**src/rtl/ipi_send_pkg.sv**
```systemverilog
package ipi_send_pkg;
  localparam int CORE_W = 10;
  localparam int ADDR_W = 16;
  localparam int WORD_W = 32;
  localparam int LANES  = WORD_W / 8;
  localparam int VEC_W  = 5;
  localparam int OFS_W  = 9;

  localparam logic [OFS_W-1:0]  OFS_DOORBELL = 9'h040;
  localparam logic [OFS_W-1:0]  OFS_SLOT     = 9'h048;
  localparam logic [OFS_W-1:0]  OFS_FREE     = 9'h158;
  localparam logic [ADDR_W-1:0] SLOT_BASE    = 16'h1020;

  typedef enum logic [1:0] {K_NONE, K_BELL, K_SLOT, K_FREE} kind_e;
  typedef enum logic [1:0] {S_IDLE, S_READ, S_MERGE, S_WRITE} state_e;

  typedef struct packed {
    kind_e              kind;
    logic [CORE_W-1:0]  core;
    logic [VEC_W-1:0]   vec;
    logic [ADDR_W-1:0]  addr;
    logic [LANES-1:0]   keep;
    logic [WORD_W-1:0]  payload;
  } cmd_t;
endpackage

```
**src/rtl/ipi_cmd_decode.sv**
```systemverilog
module ipi_cmd_decode
  import ipi_send_pkg::*;
#(
  parameter int NUM_CORES = 4
) (
  input  logic [OFS_W-1:0] offset,
  input  logic [63:0]      data,
  output cmd_t             dec,
  output logic             core_ok
);
  logic unused_bits;
  assign unused_bits = ^{data[31], data[26]};

  always_comb begin
    unique case (offset)
      OFS_DOORBELL: dec.kind = K_BELL;
      OFS_SLOT:     dec.kind = K_SLOT;
      OFS_FREE:     dec.kind = K_FREE;
      default:      dec.kind = K_NONE;
    endcase
    dec.core    = data[16 +: CORE_W];
    dec.vec     = data[VEC_W-1:0];
    dec.keep    = data[27 +: LANES];
    dec.payload = data[32 +: WORD_W];
    if (dec.kind == K_SLOT)
      dec.addr = SLOT_BASE + ADDR_W'({data[4:2], 2'b00});
    else
      dec.addr = data[ADDR_W-1:0];
  end

  assign core_ok = {1'b0, dec.core} < (CORE_W+1)'(NUM_CORES);
endmodule

```
**src/rtl/ipi_byte_merge.sv**
```systemverilog
module ipi_byte_merge
  import ipi_send_pkg::*;
(
  input  logic [WORD_W-1:0] old_word,
  input  logic [WORD_W-1:0] payload,
  input  logic [LANES-1:0]  keep,
  output logic [WORD_W-1:0] merged
);
  for (genvar i = 0; i < LANES; i++) begin : g_lane
    assign merged[8*i +: 8] = keep[i] ? old_word[8*i +: 8] : payload[8*i +: 8];
  end
endmodule

```
**src/rtl/ipi_send_decoder.sv**
```systemverilog
module ipi_send_decoder
  import ipi_send_pkg::*;
#(
  parameter int NUM_CORES = 4
) (
  input  logic              clk,
  input  logic              rst,
  input  logic              cmd_valid,
  input  logic [OFS_W-1:0]  cmd_offset,
  input  logic [63:0]       cmd_data,
  output logic              busy,
  output logic              done,
  output logic              err,
  output logic              ipi_set_valid,
  output logic [CORE_W-1:0] ipi_set_core,
  output logic [VEC_W-1:0]  ipi_set_vec,
  output logic              bus_req,
  output logic              bus_we,
  output logic [CORE_W-1:0] bus_core,
  output logic [ADDR_W-1:0] bus_addr,
  output logic [WORD_W-1:0] bus_wdata,
  input  logic [WORD_W-1:0] bus_rdata,
  input  logic              bus_ack,
  input  logic              bus_err
);
  state_e            state;
  cmd_t              dec;
  logic              core_ok;
  logic [LANES-1:0]  keep_q;
  logic [WORD_W-1:0] pay_q;
  logic [WORD_W-1:0] old_q;
  logic [WORD_W-1:0] merged;

  ipi_cmd_decode #(.NUM_CORES(NUM_CORES)) u_dec (
    .offset (cmd_offset),
    .data   (cmd_data),
    .dec    (dec),
    .core_ok(core_ok)
  );

  ipi_byte_merge u_merge (
    .old_word(old_q),
    .payload (pay_q),
    .keep    (keep_q),
    .merged  (merged)
  );

  assign busy = (state != S_IDLE);

  always_ff @(posedge clk) begin
    if (rst) begin
      state         <= S_IDLE;
      done          <= 1'b0;
      err           <= 1'b0;
      ipi_set_valid <= 1'b0;
      ipi_set_core  <= '0;
      ipi_set_vec   <= '0;
      bus_req       <= 1'b0;
      bus_we        <= 1'b0;
      bus_core      <= '0;
      bus_addr      <= '0;
      bus_wdata     <= '0;
      keep_q        <= '0;
      pay_q         <= '0;
      old_q         <= '0;
    end else begin
      done          <= 1'b0;
      err           <= 1'b0;
      ipi_set_valid <= 1'b0;
      unique case (state)
        S_IDLE: begin
          if (cmd_valid && dec.kind != K_NONE) begin
            if (!core_ok) begin
              err <= 1'b1;
            end else if (dec.kind == K_BELL) begin
              ipi_set_valid <= 1'b1;
              ipi_set_core  <= dec.core;
              ipi_set_vec   <= dec.vec;
              done          <= 1'b1;
            end else begin
              bus_core <= dec.core;
              bus_addr <= dec.addr;
              keep_q   <= dec.keep;
              pay_q    <= dec.payload;
              bus_req  <= 1'b1;
              if (dec.keep != '0) begin
                bus_we <= 1'b0;
                state  <= S_READ;
              end else begin
                bus_we    <= 1'b1;
                bus_wdata <= dec.payload;
                state     <= S_WRITE;
              end
            end
          end
        end
        S_READ: begin
          if (bus_ack) begin
            bus_req <= 1'b0;
            if (bus_err) begin
              err   <= 1'b1;
              state <= S_IDLE;
            end else begin
              old_q <= bus_rdata;
              state <= S_MERGE;
            end
          end
        end
        S_MERGE: begin
          bus_wdata <= merged;
          bus_we    <= 1'b1;
          bus_req   <= 1'b1;
          state     <= S_WRITE;
        end
        S_WRITE: begin
          if (bus_ack) begin
            bus_req <= 1'b0;
            state   <= S_IDLE;
            if (bus_err) err  <= 1'b1;
            else         done <= 1'b1;
          end
        end
        default: state <= S_IDLE;
      endcase
    end
  end

  // a request only exists inside a busy sequence
  a_r8_req_in_busy: assert property (@(posedge clk) disable iff (rst)
    bus_req |-> busy);

  // request lines stay steady until acknowledged
  a_r8_req_hold: assert property (@(posedge clk) disable iff (rst)
    (bus_req && !bus_ack) |=> (bus_req && $stable(bus_addr) && $stable(bus_we) && $stable(bus_core)));

  // a command ends with one response kind only
  a_r9_resp_exclusive: assert property (@(posedge clk) disable iff (rst)
    !(done && err));

  // doorbells reach present cores only
  a_r1_bell_core_present: assert property (@(posedge clk) disable iff (rst)
    ipi_set_valid |-> ({1'b0, ipi_set_core} < (CORE_W+1)'(NUM_CORES)));

  // a read is only issued when some byte is kept
  a_r6_read_needs_keep: assert property (@(posedge clk) disable iff (rst)
    (bus_req && !bus_we) |-> (keep_q != '0));

  // the write after a read goes to the address that was read
  a_r7_write_same_addr: assert property (@(posedge clk) disable iff (rst)
    (state == S_MERGE) |=> (bus_req && bus_we && $stable(bus_addr)));
endmodule

```
**config.mk**
```make
export PLATFORM = sky130hd
export DESIGN_NAME = ipi_send_decoder
export DESIGN_NICKNAME = d
export VERILOG_FILES = /design/src/rtl/ipi_send_pkg.sv /design/src/rtl/ipi_cmd_decode.sv /design/src/rtl/ipi_byte_merge.sv /design/src/rtl/ipi_send_decoder.sv
export SDC_FILE = /design/constraint.sdc
export NUM_CORES = 1
export LEC_CHECK = 0
export ABC_AREA = 1
export BUFFER_PORTS_ARGS = -buffer_cell sky130_fd_sc_hd__buf_2
export CORE_MARGIN = 5
export CORE_UTILIZATION = 47
export DETAILED_ROUTE_END_ITERATION = 16
export PLACE_DENSITY = 0.85
export SYNTH_ARGS = -nofsm -noshare
export SYNTH_HDL_FRONTEND = slang
export SYNTH_SLANG_ARGS = --single-unit
```
**constraint.sdc**
```tcl
create_clock -name clk -period 1.7 [get_ports clk]
set_input_delay 0.085 -clock clk [delete_from_list [all_inputs] [get_ports clk]]
set_output_delay 0.085 -clock clk [all_outputs]
set_load 0.02 [all_outputs]
```
==> results_dict.tcl, run 1 <==
set metrics [dict create \
    run_status "finished clean" \
    final_cell_area_um2 9570 \
    ff_latch_area_um2 2970 \
    report.final.slew_viol_count 0 \
    critical_path.reg2reg.endpoint "bus_wdata[11]" \
    worstSetupEndpointType "register" \
    multi_input_area_um2 3010 \
    num-nets-final 1423 \
    detailedPlacementHpwl_mm 12.4 \
    leakagePower_nw 5.21 \
    finalCritPeriodShare 0.990 \
    drc 0 \
    register_share_of_total_power 0.442 \
    timing.reg2reg.worst_path_depth 9 \
    tritoncts_clock_tree "built" \
    synth_async_sr_flop_share 0 \
    timing.critical_path.from "state[1]" \
    source_to_sink_clock_delay_at_the_later_pin_of_the_worst_skew_pair_ns 0.42 \
    wl_final_mm 22.7 \
    number_of_global_route_vias_before_repair 6837 \
    hold_violations 0 \
    portBuffers 186 \
    timing.hold.worst.start "rst" \
    summed_negative_setup_slack_over_all_endpoints_ns 0 \
    power.ir.vdd_worst_uv 683 \
    initial_antenna_violation_count 0 \
    globalRoute.totalOverflow 0 \
    place_area_um2 7780 \
    die_height_um 129 \
    timing.clock.skew_ns 0.00687 \
    power.switching_mw 1.67 \
    dominantRegCellSynth "dfxtp_1" \
    grt_pass1_wl_mm 32.8 \
    io_pins 189 \
    p_int_mw 6.18 \
    cts_num_sinks 148 \
    timing.max_cap.violations 0 \
    worst_hold_path_type "input port to register" \
    timing.critical_path.fanout_max 6 \
    syn_area_per_cell_um2 6.39 \
    synth.distinct_cells 22 \
    nFillCells 1068 \
    dr_total_vias 7423 \
    synth_top_cells_by_area "dfxtp_1 (45%), nand2_1 (17%), nor2_1 (13%), inv_1 (7.0%), o21ai_0 (5.1%)" \
    worst-endpoint-required_ns 2.04 \
    clk_pin_slew_worst_paths_ns 0.06 \
    ys.warnings.count 0 \
    worst_pin_slew_ns 0.530 \
    clk_root_buffer_cell "clkbuf_16" \
    worst_ep_arrival_time_ns 2.02 \
    fmax_ghz 0.594 \
    ant_nets 0 \
    setup_viol 0 \
    regToRegStartpoint "state[1]" \
    synth_enable_flop_cells 0 \
    netlist_instances 1035 \
    floorplan.initialDensity 0.479 \
    mappedNetlistNets 1149 \
    syn_to_final_growth_pct 44.6 \
    timing.max_slew.rel_slack 0.646 \
    post_drt_via_cell_ratio 4.94 \
    synth_top_cell_by_area "dfxtp_1" \
    syn-cell-area_um2 6620 \
    cts_htree_levels 4 \
    cts_inserted_buffers 17 \
    detail_route.iter0.violations 681 \
    fp.dieW_um 129 \
    fp.coreArea_um2 13800 \
    netSwitchingFraction 0.213 \
    setup.worst_path.start_class "register" \
    yosysMostFrequentCell "nand2_1" \
    cts_max_path_buffers 2 \
    hold-path-endpoint "bus_addr[9]" \
    detail_route.first_pass.iterations 5 \
    timing.final.crit_period_ns 1.68 \
    synth-seq-cells 148 \
    path_class "register to register" \
    fin_util 0.692 \
    synth.yosys.seq_area_share 0.448 \
    ys_top_cells_by_count "nand2_1 (299), nor2_1 (226), dfxtp_1 (148), inv_1 (123), o21ai_0 (68)" \
    grt_max_degree 71 \
    power.share.combinational 0.061 \
    power_dens_cells_nw_per_um2 821 \
    finalWeightedCongestion 0.793 \
    floorplan.die_area_um2 16600 \
    clkPwrFrac 0.497 \
    setup.reg_to_reg.worst_slack_ns 0.02 \
    drive_above_1_share 0.207 \
    worstHoldPathCells 2 \
    num_rows 43 \
    gr-usage-all-layers 0.247 \
    routed_wire_length_per_instance_um 15.1 \
    synth_top_area_frac 0.448 \
]
==> sequential cells by signal, summed over array words and instances (netlist names) <==
signal         cells
bus_we             1
err                1
pay_q             32
ipi_set_vec        5
bus_core          10
bus_req            1
state              2
done               1
bus_wdata         32
ipi_set_valid      1
keep_q             4
ipi_set_core      10
bus_addr          16
old_q             32
==> layer usage <==
| metal | GRT usage | share of wire |
|---|---|---|
| met3 | 0.0627 | 0.078 |
| met1 | 0.278 | 0.40 |
| met2 | 0.433 | 0.48 |
| met5 | 0 | 0 |
| met4 | 0.121 | 0.043 |
==> power by group through the flow <==
stage / clock network (mW) / registers (mW) / logic [mW]
after global routing: 4.12 / 3.47 / 0.514
after global placement: 0 / 3.54 / 0.302
after floorplan: 0 / 3.54 / 0.116
after detailed placement: 0 / 3.54 / 0.303
final: 3.90 / 3.47 / 0.479
after CTS: 3.94 / 3.47 / 0.459
==> repair_timing <==
item | CTS | global route
gates resized for setup | 2 | 19
hold buffers | 86 | 0
setup endpoints to repair | 39 | 73
gates cloned | 0 | 11
pin swaps | 1 | 5
hold endpoints to repair | 93 | 0
setup buffers | 1 | 3
==> area by class of cell <==
cell class | count | area share
repair buffers | 307 | 0.237
inverters | 129 | 0.0507
well taps | 180 | 0.0235
flip-flops and latches | 148 | 0.310
clock buffers | 23 | 0.0510
multi-input cells | 706 | 0.315
clock inverters | 8 | 0.0129
diodes | 1 | 0.000262
==> metrics by stage <==
| step | hold WS, ns | worst slack, ns | cells | power (mW) |
|---|---|---|---|---|
| 2_1_floorplan | 0.220 | 0.000215 | 1035 | 3.66 |
| 3_3_place_gp | 0.324 | 0.00789 | 1369 | 3.85 |
| 3_5_place_dp | 0.329 | -0.0189 | 1369 | 3.85 |
| 4_1_cts | 0.00107 | 0.0183 | 1487 | 7.86 |
| 5_1_grt | 0.00250 | -0.0872 | 1501 | 8.10 |
| 6_report | 0.0133 | 0.0176 | 1502 | 7.85 |
==> worst max path at each step <==
stage	end	cells past startpoint	slack, ns
after floorplan	bus_we	9	0.0002
after global placement	keep_q[1]	8	0.008
after detailed placement	pay_q[7]	9	-0.02
after CTS	pay_q[27]	9	0.02
after global routing	pay_q[26]	10	-0.09
final	bus_wdata[11]	9	0.02
==> placed cells by master, fill, tap and decap left out, drive strengths merged <==
master	instances
nand3	57
o21ai	68
nand2	301
nor3	4
o21bai	2
ha	4
clkinvlp	2
nand3b	1
or2	3
clkbuf	29
diode	1
clkinv	8
dlygate4sd3	86
buf	215
a21oi	38
inv	124
bufinv	3
nand4	2
nor2	226
dfxtp	148
==> worst max-delay path, cell delays in order (launching register included) <==
cell and delay, ns:
dfxtp_2 0.36, inv_1 0.07, ha_2 0.18, buf_4 0.16, o21ai_4 0.23, nand2_4 0.13
buf_12 0.16, nand2_1 0.05, nand2_1 0.06, nor2_1 0.18
==> cells by family (layout without fill, tap and decap cells) <==
group / count (synthesis) / in the layout / share of synthesized area
other: 0 / 1 / 0
AND/OR/NAND/NOR: 593 / 594 / 0.353
buffers and inverters: 182 / 467 / 0.109
AO/OA/AOI/OAI: 108 / 108 / 0.0824
flip-flops: 148 / 148 / 0.448
adder cells (fa/ha/maj): 4 / 4 / 0.00756
Note: power is estimated with default switching activity, not from simulation.
==> run 2, diff against run 1 <==
--- a/config.mk
+++ b/config.mk
@@ -10,7 +10,8 @@
 export CORE_MARGIN = 5
-export CORE_UTILIZATION = 47
+export CORE_UTILIZATION = 48
 export DETAILED_ROUTE_END_ITERATION = 16
-export PLACE_DENSITY = 0.85
+export PLACE_DENSITY = 0.86
 export SYNTH_ARGS = -nofsm -noshare
 export SYNTH_HDL_FRONTEND = slang
+export SYNTH_HIERARCHICAL = 1
 export SYNTH_SLANG_ARGS = --single-unit
--- a/constraint.sdc
+++ b/constraint.sdc
@@ -3,2 +3,2 @@
 set_output_delay 0.085 -clock clk [all_outputs]
-set_load 0.02 [all_outputs]
+set_load 0.1 [all_outputs]
==> results_dict.tcl, run 2 <==
set metrics [dict create \
    worstHoldPathCells 5 \
    syn_area_per_cell_um2 6.93 \
    finalWeightedCongestion 0.797 \
    dp_worst_setup_slack_ns -0.00360 \
    dr_total_vias 7319 \
    num_rows 44 \
    cts_num_sinks 148 \
    run_status "finished clean" \
    power_dens_cells_nw_per_um2 1260 \
    worst_hold_path_type "input port to register" \
    finalCritPeriodShare 0.954 \
    timing.max_cap.violations 0 \
    final_cell_count_no_fill 1418 \
    cts_max_path_buffers 2 \
    power.share.combinational 0.337 \
    fmax_ghz 0.617 \
    synth-seq-cells 148 \
    globalRoute.totalOverflow 0 \
    power.ir.vdd_worst_uv 819 \
    dominantRegCellSynth "dfxtp_1" \
    p_int_mw 7.63 \
    grt_max_degree 83 \
    io_pins 189 \
    post_drt_via_cell_ratio 5.16 \
    netlist_instances 1012 \
    dpl.cell_count 1295 \
    timing.max_slew.rel_slack 0.660 \
    drive_above_1_share 0.222 \
    endpoint "bus_wdata[2]" \
    fp.coreArea_um2 14400 \
    synth_enable_flop_cells 0 \
    worst-path-buf-inv 3 \
    timing.critical_path.from "state[0]" \
    synth_top_cell_by_area "dfxtp_1" \
    setup.reg_to_reg.worst_slack_ns 0.08 \
    postLayoutSetupSlackWorst_ns 0.0790 \
    path_class "register to register" \
    leakagePower_nw 4.57 \
    routed_wire_length_per_instance_um 15.1 \
    setup.worst_path.start_class "register" \
    timing.reg2reg.worst_path_depth 9 \
    biggestRegsByFlops "bus_wdata x32, old_q x32, pay_q x32" \
    synth_async_sr_flop_share 0 \
    logic_depth_of_the_worst_setup_path_including_buffers 9 \
    syn-cell-area_um2 7020 \
    worst_ep_arrival_time_ns 1.93 \
    diodes_inserted 0 \
    power.switching_mw 4.27 \
    netSwitchingFraction 0.359 \
    detail_route.first_pass.iterations 5 \
    worstSetupEndpointType "register" \
    hold_violations 0 \
    drc 0 \
    cpPeakStageDelay_ns 0.40 \
    summed_negative_setup_slack_over_all_endpoints_ns 0 \
    fp.dieW_um 131 \
    die_height_um 131 \
    timing.clock.skew_ns 0.00975 \
    initial_antenna_violation_count 0 \
    timing.critical_path.fanout_max 17 \
    final_cell_mix "nor2_1 (212), nand2_1 (189), buf_2 (185)" \
    fin_util 0.655 \
    crit_slowest_cell "dfxtp_1" \
    wl_final_mm 21.4 \
    ys_top_cells_by_count "nor2_1 (214), nand2_1 (189), dfxtp_1 (148), o21ai_0 (99), a21oi_1 (72)" \
    cts_inserted_buffers 17 \
    synth_top_cells_by_area "dfxtp_1 (42%), nor2_1 (11%), nand2_1 (10%), o21ai_0 (7.1%), buf_4 (6.1%)" \
    nFillCells 1141 \
    multi_input_area_um2 3060 \
    worst_pin_slew_ns 0.513 \
    critical_path.cell_chain "inv_2 > ha_2 > inv_4 > a21oi_2 > nand2_1 > nand2_4 > clkbuf_16 > a21oi_1 > nor2_1" \
    ant_nets 0 \
    critical_path.reg2reg.endpoint "bus_wdata[2]" \
    synth.yosys.seq_area_share 0.422 \
    ff_latch_area_um2 2960 \
    layout.cells.most_common "nor2_1" \
    floorplan.die_area_um2 17100 \
    gr-usage-all-layers 0.246 \
    portBuffers 186 \
    mappedNetlistNets 1127 \
    totalPowerFinal_mw 11.9 \
    num-nets-final 1337 \
    ys.warnings.count 6 \
    regToRegStartpoint "state[0]" \
    syn_to_final_growth_pct 34.7 \
    synth_top_area_frac 0.422 \
    setup_viol 0 \
    tritoncts_clock_tree "built" \
    clkPwrFrac 0.341 \
    worst-endpoint-required_ns 2.01 \
    yosysMostFrequentCell "nor2_1" \
    detailedPlacementHpwl_mm 12.3 \
    clk_pin_slew_worst_paths_ns 0.06 \
    report.final.slew_viol_count 0 \
    synth.distinct_cells 24 \
    floorplan.initialDensity 0.486 \
    detail_route.iter0.violations 627 \
    clk_root_buffer_cell "clkbuf_16" \
    source_to_sink_clock_delay_at_the_later_pin_of_the_worst_skew_pair_ns 0.42 \
    number_of_global_route_vias_before_repair 7165 \
    grt_pass1_wl_mm 33.4 \
    cpLargestDelayFamily "flip-flops" \
    timing.final.crit_period_ns 1.62 \
    cts_htree_levels 4 \
    register_share_of_total_power 0.322 \
]
run 2: cell count changes in the layout (fill, tap and decap cells not counted), moves of 6 or more:
cell | previous run | this run
a21oi_1 | 38 | 71
buf_12 | 5 | 15
o21ai_1 | 0 | 11
nand2_1 | 298 | 189
buf_6 | 6 | 0
nand3_1 | 56 | 43
nor2_1 | 223 | 212
inv_1 | 121 | 62
o21ai_0 | 67 | 98
a21boi_0 | 0 | 32
inv_2 | 3 | 9
run 2: tightest hold or removal path, stage by stage:
cell and delay [ns]:
buf_2 0.09, inv_1 0.04, nor2_1 0.03, nor2_1 0.09, nor2_1 0.05
run 2: logic make-up after synthesis:
| family | share of synthesized area |
|---|---|
| simple gates | 0.259 |
| compound gates | 0.165 |
| buf+inv | 0.146 |
| flops | 0.422 |
| fa+ha+maj | 0.00892 |
run 2: per-stage QoR:
| stage | hold WS (ns) | instance area [um2] |
|---|---|---|
| after global placement | 0.323 | 7840 |
| final | 0.0190 | 9450 |
| after floorplan | 0.154 | 7020 |
| after global routing | 0.0368 | 9450 |
| after CTS | 0.00221 | 9370 |
| after detailed placement | 0.335 | 7840 |
run 2: power groups by stage:
stage / Clock, mW / Combinational (mW) / Sequential, mW
after global routing: 4.24 / 4.27 / 3.85
after CTS: 4.12 / 3.78 / 3.82
after detailed placement: 0 / 3.61 / 3.89
after global placement: 0 / 3.58 / 3.88
after floorplan: 0 / 1.76 / 4.72
final: 4.06 / 4.01 / 3.83
run 2: metal layers:
layer  vias up  GRT usage  wire length [um]
met5         -          0                 0
met4         0      0.156              1020
met3       100     0.0541              1730
met2       420      0.417             10600
met1      3235      0.279              8070
li1       3564          -                 -
run 2: layout make-up:
class                      count  area share
multi-input combinational    676       0.324
clock buffer                  23      0.0527
sequential                   148       0.313
timing repair buffer         306       0.241
clock inverter                 8      0.0155
tap                          184      0.0244
inverter                      73      0.0294
run 2: repair_timing:
| item | in CTS | in global routing |
|---|---|---|
| endpoints found under the setup margin | 2 | 87 |
| resized for setup | 1 | 8 |
| hold buffers | 88 | 0 |
| setup buffers | 0 | 2 |
| cloned | 0 | 2 |
| pin swaps | 0 | 2 |
| hold endpoints to repair | 102 | 0 |
run 2: worst min path at each step:
stage	startpoint	to	slack, ns
floorplan	rst	bus_req	0.15
global placement	cmd_data[38]	pay_q[6]	0.32
detailed placement	cmd_data[33]	pay_q[1]	0.34
CTS	cmd_data[11]	bus_addr[11]	0.002
global route	cmd_data[11]	bus_addr[11]	0.04
finish	cmd_data[11]	bus_addr[11]	0.02
